$ cat config.mk
export PLATFORM = sky130hd
export DESIGN_NAME = audio_tx_fifo
export DESIGN_NICKNAME = d
export VERILOG_FILES = /design/src/rtl/afifo_pkg.sv /design/src/rtl/afifo_ctrl.sv /design/src/rtl/afifo_mem.sv /design/src/rtl/afifo_slot_gate.sv /design/src/rtl/audio_tx_fifo.sv
export SDC_FILE = /design/constraint.sdc
export NUM_CORES = 1
export LEC_CHECK = 0
export ABC_AREA = 1
export ABC_CLOCK_PERIOD_IN_PS = 6000
export BUFFER_PORTS_ARGS = -buffer_cell sky130_fd_sc_hd__buf_2
export CAP_MARGIN = 0
export CORE_ASPECT_RATIO = 1.5
export CORE_UTILIZATION = 30
export DETAILED_ROUTE_END_ITERATION = 16
export PLACE_DENSITY = 0.54
export SYNTH_ARGS = -nofsm -noshare
export SYNTH_HDL_FRONTEND = slang
export SYNTH_SLANG_ARGS = --single-unit
$ cat constraint.sdc
create_clock -name clk -period 6 [get_ports clk]
set_input_delay 0.3 -clock clk [delete_from_list [all_inputs] [get_ports clk]]
set_output_delay 0.3 -clock clk [all_outputs]
set_load 0.05 [all_outputs]
$ cat src/rtl/afifo_pkg.sv
package afifo_pkg;
    typedef enum logic {
        ACC_LOAD  = 1'b0,
        ACC_WRITE = 1'b1
    } acc_e;
endpackage

$ cat src/rtl/afifo_ctrl.sv
module afifo_ctrl
    import afifo_pkg::*;
#(
    parameter int DEPTH = 16,
    localparam int PTR_W = $clog2(DEPTH)
) (
    input  logic             clk,
    input  logic             rst_n,
    input  logic             wr_en,
    input  logic             ld_req,
    input  logic             uf_clr,
    input  logic [PTR_W-1:0] level,
    output logic             wr_fire,
    output logic [PTR_W-1:0] wr_addr,
    output logic [PTR_W-1:0] rd_addr,
    output logic             full,
    output logic             empty,
    output logic             almost_empty,
    output logic             underrun
);
    typedef struct packed {
        logic [PTR_W-1:0] wp;
        logic [PTR_W-1:0] rp;
        acc_e             last;
        logic             uf;
    } st_t;

    st_t st_q, st_d;
    logic do_rd, do_wr, slip;
    logic [PTR_W:0] fill;

    always_comb begin
        st_d  = st_q;
        empty = (st_q.rp == st_q.wp) && (st_q.last == ACC_LOAD);
        full  = (st_q.rp == st_q.wp) && (st_q.last == ACC_WRITE);
        do_rd = ld_req && !empty;
        slip  = ld_req && empty;
        do_wr = wr_en && (!full || do_rd);
        st_d.wp = st_q.wp + PTR_W'(do_wr);
        st_d.rp = st_q.rp + PTR_W'(do_rd);
        if (do_wr && !do_rd)
            st_d.last = ACC_WRITE;
        else if (do_rd && !do_wr)
            st_d.last = ACC_LOAD;
        if (slip)
            st_d.uf = 1'b1;
        else if (uf_clr)
            st_d.uf = 1'b0;
        fill = full ? (PTR_W+1)'(DEPTH) : {1'b0, st_q.wp - st_q.rp};
        almost_empty = fill <= {1'b0, level};
        // on a slip the pointer steps back one place to re-read the last word
        rd_addr  = empty ? st_q.rp - PTR_W'(1) : st_q.rp;
        wr_addr  = st_q.wp;
        wr_fire  = do_wr;
        underrun = st_q.uf;
    end

    always_ff @(posedge clk) begin
        if (!rst_n) begin
            st_q.wp   <= '0;
            st_q.rp   <= '0;
            st_q.last <= ACC_LOAD;
            st_q.uf   <= 1'b0;
        end else begin
            st_q <= st_d;
        end
    end
endmodule

$ cat src/rtl/afifo_mem.sv
module afifo_mem #(
    parameter int DATA_W = 16,
    parameter int DEPTH  = 16,
    localparam int PTR_W = $clog2(DEPTH)
) (
    input  logic              clk,
    input  logic              rst_n,
    input  logic              we,
    input  logic [PTR_W-1:0]  waddr,
    input  logic [DATA_W-1:0] wdata,
    input  logic [PTR_W-1:0]  raddr,
    output logic [DATA_W-1:0] rdata
);
    logic [DATA_W-1:0] mem_q [DEPTH];
    logic [DATA_W-1:0] mem_d [DEPTH];

    always_comb begin
        mem_d = mem_q;
        if (we)
            mem_d[waddr] = wdata;
        rdata = mem_q[raddr];
    end

    always_ff @(posedge clk) begin
        if (!rst_n) begin
            for (int i = 0; i < DEPTH; i++)
                mem_q[i] <= '0;
        end else begin
            mem_q <= mem_d;
        end
    end
endmodule

$ cat src/rtl/afifo_slot_gate.sv
module afifo_slot_gate #(
    parameter int SLOTS = 4,
    localparam int SIDX_W = $clog2(SLOTS)
) (
    input  logic [SIDX_W-1:0] slot_idx,
    input  logic [SIDX_W-1:0] slot_cnt,
    input  logic [SLOTS-1:0]  slot_mask,
    output logic              sd_oe
);
    logic [SLOTS-1:0] live;

    for (genvar g = 0; g < SLOTS; g++) begin : g_slot
        assign live[g] = slot_mask[g] && (SIDX_W'(g) <= slot_cnt);
    end

    always_comb sd_oe = live[slot_idx];
endmodule

$ cat src/rtl/audio_tx_fifo.sv
module audio_tx_fifo #(
    parameter int DATA_W = 16,
    parameter int DEPTH  = 16,
    parameter int SLOTS  = 4,
    localparam int PTR_W  = $clog2(DEPTH),
    localparam int SIDX_W = $clog2(SLOTS)
) (
    input  logic              clk,
    input  logic              rst_n,
    input  logic              wr_en,
    input  logic [DATA_W-1:0] wr_data,
    input  logic              ld_req,
    output logic [DATA_W-1:0] ld_data,
    input  logic [PTR_W-1:0]  level,
    output logic              full,
    output logic              empty,
    output logic              almost_empty,
    output logic              underrun,
    input  logic              uf_clr,
    input  logic              irq_en,
    input  logic              dma_en,
    output logic              irq_req,
    output logic              dma_req,
    input  logic [SIDX_W-1:0] slot_idx,
    input  logic [SIDX_W-1:0] slot_cnt,
    input  logic [SLOTS-1:0]  slot_mask,
    output logic              sd_oe
);
    logic             wr_fire;
    logic [PTR_W-1:0] wr_addr, rd_addr;
    logic             tx_want;

    afifo_ctrl #(.DEPTH(DEPTH)) u_ctrl (
        .clk(clk), .rst_n(rst_n), .wr_en(wr_en), .ld_req(ld_req),
        .uf_clr(uf_clr), .level(level), .wr_fire(wr_fire),
        .wr_addr(wr_addr), .rd_addr(rd_addr), .full(full), .empty(empty),
        .almost_empty(almost_empty), .underrun(underrun)
    );

    afifo_mem #(.DATA_W(DATA_W), .DEPTH(DEPTH)) u_mem (
        .clk(clk), .rst_n(rst_n), .we(wr_fire), .waddr(wr_addr),
        .wdata(wr_data), .raddr(rd_addr), .rdata(ld_data)
    );

    afifo_slot_gate #(.SLOTS(SLOTS)) u_gate (
        .slot_idx(slot_idx), .slot_cnt(slot_cnt), .slot_mask(slot_mask),
        .sd_oe(sd_oe)
    );

    always_comb begin
        tx_want = almost_empty && !underrun;
        irq_req = tx_want && irq_en;
        dma_req = tx_want && dma_en;
    end
endmodule

==> qor.yml, run 1 <==
synth_area_leaders: "dfxtp_1, nand3_1, nand2_1"
synth_cell_types: 29
clk_pin_slew_worst_paths_ns: 0.06
grt_setup_unrepaired: "no"
setup-violations-final: 0
die_area_mm2: 0.0465
antenna_left: 0
clk_path_buf_depth: 3
drive_gt1_frac: 0.0819
worstHoldStart: "ld_req"
routed_wirelength_um: 50900
reg2reg_depth: 12
outcome: "completed"
cts_buffers: 29
hold_path.class: "input pin to flip-flop"
synth_top_area_share: 0.389
timing.rr.start: "u_ctrl.st_q[4]"
htreeDepth: 1
start_kind: "flip-flop"
final_util: 0.336
gp_routability_congestion: 0.910
antenna_found_initial: 4
reg2reg_slack_ns: 2.92
vias: 13800
io_pins: 58
grt_pass1_wl_um: 76900
setup_tns_ns: 0
leakagePower_nw: 5.49
die_h_um: 263
final_cells: 2647
fin_skew_ns: 0.0211
drt_first_pass_iters: 9
clock_latency_ns: 0.58
drt_iter0_drc: 1270
reg2reg_to: "u_mem.mem_q[159]"
core-area_mm2: 0.0449
synth_top_cell_by_area: "dfxtp_1"
portBuffers: 57
max_freq_ghz: 0.214
drcViolationCount: 0
postCtsSetupRepairBufs: 0
fin_crit_ns: 4.67
cts_num_sinks: 266
endpoint_kind: "primary output"
nets: 2090
yosysSeqAreaShare: 0.389
ir_drop_v: 0.00106
ff_latch_area_mm2: 0.00533
final_hold_viol_count: 0
cts_tree: "yes"
arrival_ns: 4.37
grt_pass1_vias: 12900
multi_input_area_mm2: 0.00655
start_util: 0.304
vias_per_cell: 5.20
rows: 95
die_x_um: 176
cts_resized: 0
maxCapViolCount: 0
avgRoutedWirePerCell_um: 19.2
holdPathStages: 3
synthToLayoutAreaGrowth_pct: 10.4
synth-seq-cells: 266
required_ns: 5.70
placed_cells: 2591
grt_max_degree: 128
critPathKind: "flip-flop to primary output"
min_to: "u_ctrl.underrun"
maxSlewViolCount: 0
grt.overflow.total: 0
nFillCells: 4948
syn-cell-area_mm2: 0.0137
powerDensity_mw_per_mm2: 636
syn_nets: 2147
syn-instance-count: 2098
relSlewSlack: 0.175
critPathMaxFanout: 95
cts_root_buffer: "clkbuf_16"
finalCritPeriodShare: 0.779
worstMarginPinSlew_ns: 1.23
ys.warnings.count: 0
grt_usage: 0.216
place_hpwl_um: 30700
syn_area_per_cell_um2: 6.52
## cells in the mapped netlist
cell type	n
nor2_1	23
xor2_2	2
inv_1	265
nor2_4	2
a21oi_1	264
nand4_1	3
buf_2	54
inv_2	7
nand3_4	1
nand3b_1	16
o2111ai_1	1
o21ai_2	2
nand2_2	16
a211o_1	1
xnor2_1	3
buf_4	18
buf_1	22
nand3_1	499
xor2_1	1
o21ai_0	6
ha_1	13
buf_6	3
nand2_1	528
or2_2	1
nand2_4	2
dfxtp_1	266
clkbuf_1	77
nor2_2	1
fa_1	1
## logic make-up after synthesis
kind of cell,count (synthesis),synth area share
adders and majority gates,14,0.0134
DFF,266,0.389
AOI/OAI and AO/OA,274,0.101
and+or+nand+nor,1092,0.357
buffers and inverters,446,0.134
xor gates and xnor gates,6,0.00494
## worst max-delay path: stages (launching register included)
cell and delay (ns):
dfxtp_1 0.37, inv_1 0.11, ha_1 0.34, nand2_1 0.11, nor2_4 0.17, nand3_4 0.16, nand2_1 0.10, buf_4 0.35
nand2_4 0.67, buf_4 0.53, nand2_1 0.11, nand3_1 0.09, nand3_1 0.11, nand3_1 0.08, nand2_1 0.11, buf_2 0.27
## worst max path at each step
stage              startpoint     endpoint  slack (ns)  depth (start not counted)
5_1_grt        u_ctrl.st_q[4]  ld_data[13]        1.08                         15
2_1_floorplan  u_ctrl.st_q[4]      dma_req        2.00                         15
4_1_cts        u_ctrl.st_q[4]  ld_data[13]        1.41                         15
3_3_place_gp   u_ctrl.st_q[4]  ld_data[13]        2.02                         15
6_report       u_ctrl.st_q[4]  ld_data[13]        1.33                         15
3_5_place_dp   u_ctrl.st_q[4]  ld_data[13]        2.02                         15
## layout by cell type (no fill, tap or decap), types with 4 or more instances in the layout
cell type / n
nor2_1: 21
nand2_2: 17
inv_2: 5
o21ai_0: 6
buf_4: 27
clkbuf_16: 29
clkbuf_8: 11
a21oi_1: 264
nand2_4: 4
ha_1: 13
buf_2: 57
nand2_1: 525
clkbuf_1: 8
nand3b_1: 16
dfxtp_1: 266
nand3_1: 499
inv_1: 265
## final cells by class
type,count,area share
Inverter,272,0.0686
Tap cell,582,0.0482
Clock inverter,5,0.00224
Sequential cell,266,0.353
Timing Repair Buffer,86,0.0343
Multi-Input combinational cell,1386,0.434
Antenna cell,2,0.000331
Clock buffer,48,0.0601
## flip-flops by register name (all words and copies together) (netlist names)
signal and count:
u_mem.mem_q 256, u_ctrl.wr_addr 4, u_ctrl.underrun 1, u_ctrl.st_q 5
## per-layer routing
layer  part of all wire  vias up  wire length (um)  global-route usage
met4              0.064        4              3260               0.135
met3              0.059      161              3000              0.0283
met5            0.00053        -                27                   0
li1                   -     6600                 -                   -
met1               0.39     6479             19700               0.253
met2               0.49      526             24800               0.368
## timing repair
item / in CTS / in global routing
hold buffers: 1 / 0
setup endpoints to repair: 0 / 0
hold endpoints to repair: 1 / 0
## per-stage QoR
step	total power (W)	hold WS (ns)	instance area (um2)	setup WS, ns
after floorplan	0.00598	0.434	13700	2.00
after global placement	0.00785	0.443	14100	2.02
after detailed placement	0.00781	0.449	14100	2.02
after CTS	0.00961	0.0603	15100	1.41
after global routing	0.0101	0.0773	15100	1.08
final	0.00961	0.0740	15100	1.33
## power breakdown
part	internal, W	leakage, nW	switching (W)
clock network	0.00102	0.459	0.000753
registers	0.00181	2.15	0.0000271
logic	0.00143	2.89	0.00456
(Power assumes the default switching activity.)
==> run 2: changes to the inputs <==
ABC_AREA = 0   (was 1)
ABC_CLOCK_PERIOD_IN_PS = 4800   (was 6000)
clock period = 4.8 ns   (was 6 ns; I/O delays follow)
==> run 2 against run 1 <==
Net effect:
- worst setup slack worse by 0.90 ns
- area after synthesis decreased by 10%
- largest cell class unchanged
- clock skew down 0.010 ns
==> qor.yml, run 2 <==
synth_top_family_by_area: "multiplexers"
routed_wirelength_um: 35400  # -30%
vias: 8720  # -37%
avgRoutedWirePerCell_um: 20.7  # +7.6%
setup_tns_ns: 0  # unchanged
leakagePower_nw: 5.03  # -8.5%
p_int_w: 0.00468  # +9.6%
drt_iter0_drc: 423  # -67%
cts_num_sinks: 266  # unchanged
powerDensity_mw_per_mm2: 597  # -6.2%
required_ns: 4.56  # -1.14 ns
swShare: 0.439  # -0.118
setup-violations-final: 0  # unchanged
final_common_cell: "dfxtp_1"
critPathMaxFanout: 22  # -77%
power_frac_seq: 0.276  # +0.085
syn-instance-count: 1176  # -44%
final_cell_mix: "dfxtp_1, nor2b_1, mux2i_1, a221oi_1, buf_2"
synthSimpleGateAreaFrac: 0.166  # -0.191
largest_register: "u_mem.mem_q"
path_buf_inv: 4  # unchanged
timing.hold.ws_ns: 0.0437  # -0.0303 ns
ir_drop_v: 0.000520  # -51%
slowest_stage: "dfxtp_1"
grt_usage: 0.168  # -0.0477
syn_nets: 1225  # -43%
synthArstFlopShare: 0  # unchanged
fin_skew_ns: 0.0110  # -0.0101 ns
grt_pass1_vias: 8824  # -32%
power.total_w: 0.00833  # -13%
drcViolationCount: 0  # unchanged
gp_routability_congestion: 0.737  # -19%
die_h_um: 249  # -5.3%
critPathKind: "flip-flop to primary output"
synth_compound_area_frac: 0.120  # +0.0190
cts_root_buffer: "clkbuf_16"
clkPwrFrac: 0.263  # +0.078
start_kind: "flip-flop"
clock_latency_ns: 0.55  # -0.03 ns
max_freq_ghz: 0.229
arrival_ns: 4.14  # -0.23 ns
gr-max-usage-layer: "met2"
critical_path.top_delay_family: "buffers and inverters"
grt.overflow.total: 0  # unchanged
start_util: 0.305  # about the same
finalCritPeriodShare: 0.912
grt_use_met2: 0.297  # -0.0702
final_hold_viol_count: 0  # unchanged
htreeDepth: 1  # unchanged
cpPeakStageDelay_ns: 0.59  # -0.08 ns
crit_chain: "inv_1 > ha_1 > and3_1 > nand3b_2 > inv_2 > mux2i_4 > buf_4 > a22oi_1 > a211oi_1 > a21o_1 > buf_2"
grt_use_met1: 0.212  # -0.0402
clk_path_buf_depth: 3  # unchanged
ys.warnings.count: 0  # unchanged
cts_buffers: 29  # unchanged
synthAdderAreaFrac: 0.0149  # +0.00156
worstMarginPinSlew_ns: 0.950  # -0.282 ns
relSlewSlack: 0.365  # +0.190
synth-seq-cells: 266  # unchanged
synth_cell_types: 51  # +76%
drt_first_pass_iters: 5  # -4
core-area_mm2: 0.0402  # -11%
synth_edf_count: 0  # unchanged
synth_xor_area_frac: 0.00777  # +0.00282
synth_top_area_share: 0.435  # +0.0454
clk_pin_slew_worst_paths_ns: 0.06  # about the same
io_pins: 58  # unchanged
outcome: "completed"
rows: 90  # -5.3%
antenna_found_initial: 5  # +1
place_hpwl_um: 20000  # -35%
synth_mux_area_frac: 0.216  # +0.216
cts_tree: "yes"
maxSlewViolCount: 0  # unchanged
hold_path.class: "input pin to flip-flop"
endpoint_kind: "primary output"
synthToLayoutAreaGrowth_pct: 14.0
p_sw_w: 0.00365  # -32%
synth_top_cell_by_area: "dfxtp_1"
fin_crit_ns: 4.38
maxCapViolCount: 0  # unchanged
yosysSeqAreaShare: 0.435  # +0.0454
syn-cell-area_mm2: 0.0122  # -10%
use_met3: 0.0170  # -0.0113
drive_gt1_frac: 0.123  # +0.0408
ys.flop_type: "dfxtp_1"
ys_top_cells_by_count: "dfxtp_1, nor2b_1, mux2i_1, clkbuf_1, a221oi_1"
nets: 1235  # -41%
antenna_left: 0  # unchanged
die_area_mm2: 0.0416  # -10%
portBuffers: 57  # unchanged
place_ws_ns: 0.956  # -1.06 ns
grt_pass1_wl_um: 54600  # -29%
combPwrFrac: 0.462  # -0.162
largest_reg_flops: 256  # unchanged
vias_per_cell: 5.09  # -2.1%
synth_area_leaders: "dfxtp_1, mux2i_1, nor2b_1"
yosysMostFrequentCell: "dfxtp_1"
grt_setup_unrepaired: "no"
grt_max_degree: 135  # +5.5%
die_x_um: 167  # -5.3%
syn_area_per_cell_um2: 10.4  # +60%
setup_ws_ns: 0.424  # -0.905 ns
## run 2: cell count changes after synthesis, moves of 16 or more
| cell | delta |
|---|---|
| nor2_1 | -19 |
| mux2i_1 | +259 |
| a221o_1 | +30 |
| a21oi_1 | -242 |
| nand2_1 | -512 |
| buf_1 | -21 |
| buf_2 | -35 |
| nand3_1 | -492 |
| nand2_2 | -16 |
| a22oi_1 | +30 |
| a221oi_1 | +60 |
| nor2b_1 | +261 |
| inv_1 | -253 |
## run 2: power groups by stage
stage | sequential, W | clock (W) | combinational (W)
after floorplan | 0.00233 | 0 | 0.00259
after global placement | 0.00234 | 0 | 0.00387
after detailed placement | 0.00234 | 0 | 0.00388
after CTS | 0.00230 | 0.00225 | 0.00389
after global routing | 0.00230 | 0.00234 | 0.00408
final | 0.00230 | 0.00219 | 0.00384
## run 2: path summary, 6_finish.rpt
check                           cells past startpoint  slack (ns)                to         startpoint
worst max-delay path                               11        0.42        ld_data[4]  u_ctrl.wr_addr[0]
worst min-delay path                                3        0.04   u_ctrl.underrun             ld_req
worst max register to register                      9        1.50  u_mem.mem_q[234]  u_ctrl.wr_addr[0]
worst min register to register                      2        0.52   u_mem.mem_q[58]    u_mem.mem_q[58]
## run 2: kinds of logic after synthesis
| family | count (synthesis) |
|---|---|
| AOI/OAI and AO/OA | 183 |
| buffers and inverters | 116 |
| xor gates and xnor gates | 10 |
| DFF | 266 |
| and+or+nand+nor | 325 |
| adders and majority gates | 14 |
| muxes | 262 |
## run 2: final cells by class
type / instances / area (um2)
multi-input combinational: 794 / 6490
clock inverter: 7 / 68.8
sequential: 266 / 5330
fill: 4054 / 26200
timing repair buffer: 82 / 532
clock buffer: 44 / 862
tap: 506 / 633
antenna: 1 / 2.50
inverter: 13 / 48.8
## run 2: what timing repair did
| item | 4_1_cts | 5_1_grt |
|---|---|---|
| buffers inserted | 0 | 0 |
| gates resized for setup | 0 | 0 |
| endpoints found under the hold margin | 1 | 0 |
| hold buffers | 1 | 0 |
## run 2: tightest hold or removal path, delay by kind of cell
family | cells | cell delay [ns]
buffers and inverters | 1 | 0.14
and+or+nand+nor | 1 | 0.10
AOI/OAI and AO/OA | 1 | 0.07
## run 2: per-stage QoR
stage / cells / util / cell area [um2]
2_1_floorplan: 1176 / - / 12200
3_3_place_gp: 1660 / 0.324 / 13000
3_5_place_dp: 1660 / 0.324 / 13000
4_1_cts: 1712 / 0.347 / 14000
5_1_grt: 1713 / 0.347 / 14000
6_report: 1713 / 0.347 / 14000
## run 2: metal layers
metal  up-vias  share of wire
li1       4213              -
met1      4275           0.45
met2       174           0.49
met3        58          0.030
met4         0          0.027
met5         -              0
==> run 3: changes to the inputs <==
CORE_UTILIZATION = 55   (was 30)
PLACE_DENSITY = 0.82   (was 0.54)
==> run 3 against run 2 <==
Net effect:
- combinational power shrank 3%
- clock skew down 0.0026 ns
- non-clock buffer count is 3 higher
- sequential power about the same
- die area down 45%
==> qor.yml, run 3 (synthesis results as in run 2) <==
grt_pass1_wl_um: 49400  # -9.6%
vias: 8858  # +1.6%
grt_usage: 0.282  # +0.114
required_ns: 4.56  # about the same
antenna_left: 0  # unchanged
grt_max_degree: 108  # -20%
cts_num_sinks: 266  # unchanged
io_pins: 58  # unchanged
core-area_mm2: 0.0218  # -46%
drive_gt1_frac: 0.123  # -0.000220
slowest_stage: "mux2i_4"
clock_latency_ns: 0.52  # -0.03 ns
grt.overflow.total: 0  # unchanged
endpoint_kind: "primary output"
setup_tns_ns: 0  # unchanged
critPathMaxFanout: 22  # unchanged
final_util: 0.621  # +0.274
cts_buffers: 25  # -14%
setup_ws_ns: 0.240  # -0.184 ns
finalCritPeriodShare: 0.950  # +0.0384
fin_skew_ns: 0.00834  # -0.00262 ns
place_hpwl_um: 18500  # -7.2%
cpPeakStageDelay_ns: 0.84  # +0.25 ns
holdPathStages: 4  # +1
nets: 1234  # -0.081%
avgRoutedWirePerCell_um: 21.4  # +3.3%
vias_per_cell: 6.01  # +18%
rows: 66  # -27%
reg2reg_depth: 10  # +1
final_hold_viol_count: 0  # unchanged
critPathKind: "flip-flop to primary output"
postCtsSetupRepairBufs: 0  # unchanged
final_common_cell: "dfxtp_1"
drcViolationCount: 0  # unchanged
start_kind: "flip-flop"
worstMarginPinSlew_ns: 0.976  # +0.0253 ns
cts_resized: 0  # unchanged
hold_path.class: "input pin to flip-flop"
ir_drop_v: 0.000477  # -8.2%
cts_root_buffer: "clkbuf_16"
fin_crit_ns: 4.56  # +0.184 ns
drt_iter0_drc: 775  # +83%
max_freq_ghz: 0.219  # -4.0%
grt_pass1_vias: 8854  # +0.34%
portBuffers: 57  # unchanged
arrival_ns: 4.32  # +0.18 ns
place_ws_ns: 0.843  # -0.113 ns
cts_hold_buf: 0  # -1
grt_setup_unrepaired: "no"
crit_chain: "inv_1 > ha_1 > and3_1 > nand3b_2 > inv_2 > mux2i_4 > buf_4 > a221o_1 > a221oi_1 > a211oi_1 > a21o_1 > buf_2"
drt_first_pass_iters: 7  # +2
die_area_mm2: 0.0229  # -45%
clk_path_buf_depth: 3  # unchanged
start_util: 0.562  # +0.257
final_cell_mix: "dfxtp_1, nor2b_1, mux2i_1, a221oi_1, buf_2"
outcome: "completed"
powerDensity_mw_per_mm2: 589  # -1.2%
htreeDepth: 1  # unchanged
synthToLayoutAreaGrowth_pct: 10.6
routed_wirelength_um: 31500  # -11%
largest_reg_flops: 256  # unchanged
die_x_um: 124  # -26%
gp_routability_congestion: 0.837  # +14%
clk_pin_slew_worst_paths_ns: 0.06  # about the same
die_h_um: 185  # -26%
cts_tree: "yes"
antenna_found_initial: 3  # -2
setup-violations-final: 0  # unchanged
leakagePower_nw: 4.99  # -0.80%
maxCapViolCount: 0  # unchanged
largest_register: "u_mem.mem_q"
maxSlewViolCount: 0  # unchanged
relSlewSlack: 0.336  # -0.0293
==> run 3: cell type report <==
cell class                      count  area [um2]
Clock inverter                      9        95.1
Multi-Input combinational cell    794        6490
Antenna cell                        2        5.00
Timing Repair Buffer               85         536
Clock buffer                       33         706
Inverter                           13        48.8
Sequential cell                   266        5330
Fill cell                        1786        8260
Tap cell                          272         340
==> run 3: power breakdown <==
group | total [W] | switching (W) | internal (W)
clock | 0.00196 | 0.000825 | 0.00113
combinational | 0.00373 | 0.00258 | 0.00115
sequential | 0.00229 | 0.0000433 | 0.00225
total | 0.00798 | 0.00344 | 0.00454
==> run 3: worst paths after layout <==
kind	end	from	slack, ns
worst max register to register	u_mem.mem_q[72]	u_ctrl.wr_addr[0]	1.47
worst max-delay path	ld_data[4]	u_ctrl.wr_addr[0]	0.24
worst min register to register	u_mem.mem_q[219]	u_mem.mem_q[219]	0.52
worst min-delay path	u_ctrl.underrun	uf_clr	0.04
==> run 3: stage by stage <==
step | instances | hold slack [ns] | total power, W | cell area [um2]
after floorplan | 1176 | 0.401 | 0.00493 | 12200
after global placement | 1430 | 0.497 | 0.00600 | 12700
after detailed placement | 1430 | 0.504 | 0.00604 | 12700
after CTS | 1472 | 0.0355 | 0.00799 | 13500
after global routing | 1474 | 0.111 | 0.00831 | 13500
final | 1474 | 0.0381 | 0.00798 | 13500
==> run 3: per-layer routing <==
layer / GRT usage / routed length (um) / share of wire / vias up
met4: 0.142 / 1520 / 0.048 / 0
met3: 0.0353 / 1670 / 0.053 / 101
met2: 0.469 / 15200 / 0.48 / 274
met5: 0 / 0 / 0 / -
li1: - / - / - / 4207
met1: 0.354 / 13100 / 0.42 / 4276
==> run 3: worst max-delay path, delay by kind of cell, from the launching register on <==
kind	cells	cell delay (ns)
adder cells (fa/ha/maj)	1	0.34
flip-flops	1	0.59
multiplexers	1	0.84
AO/OA/AOI/OAI	4	0.55
buffers and inverters	4	1.00
AND/OR/NAND/NOR	2	0.46
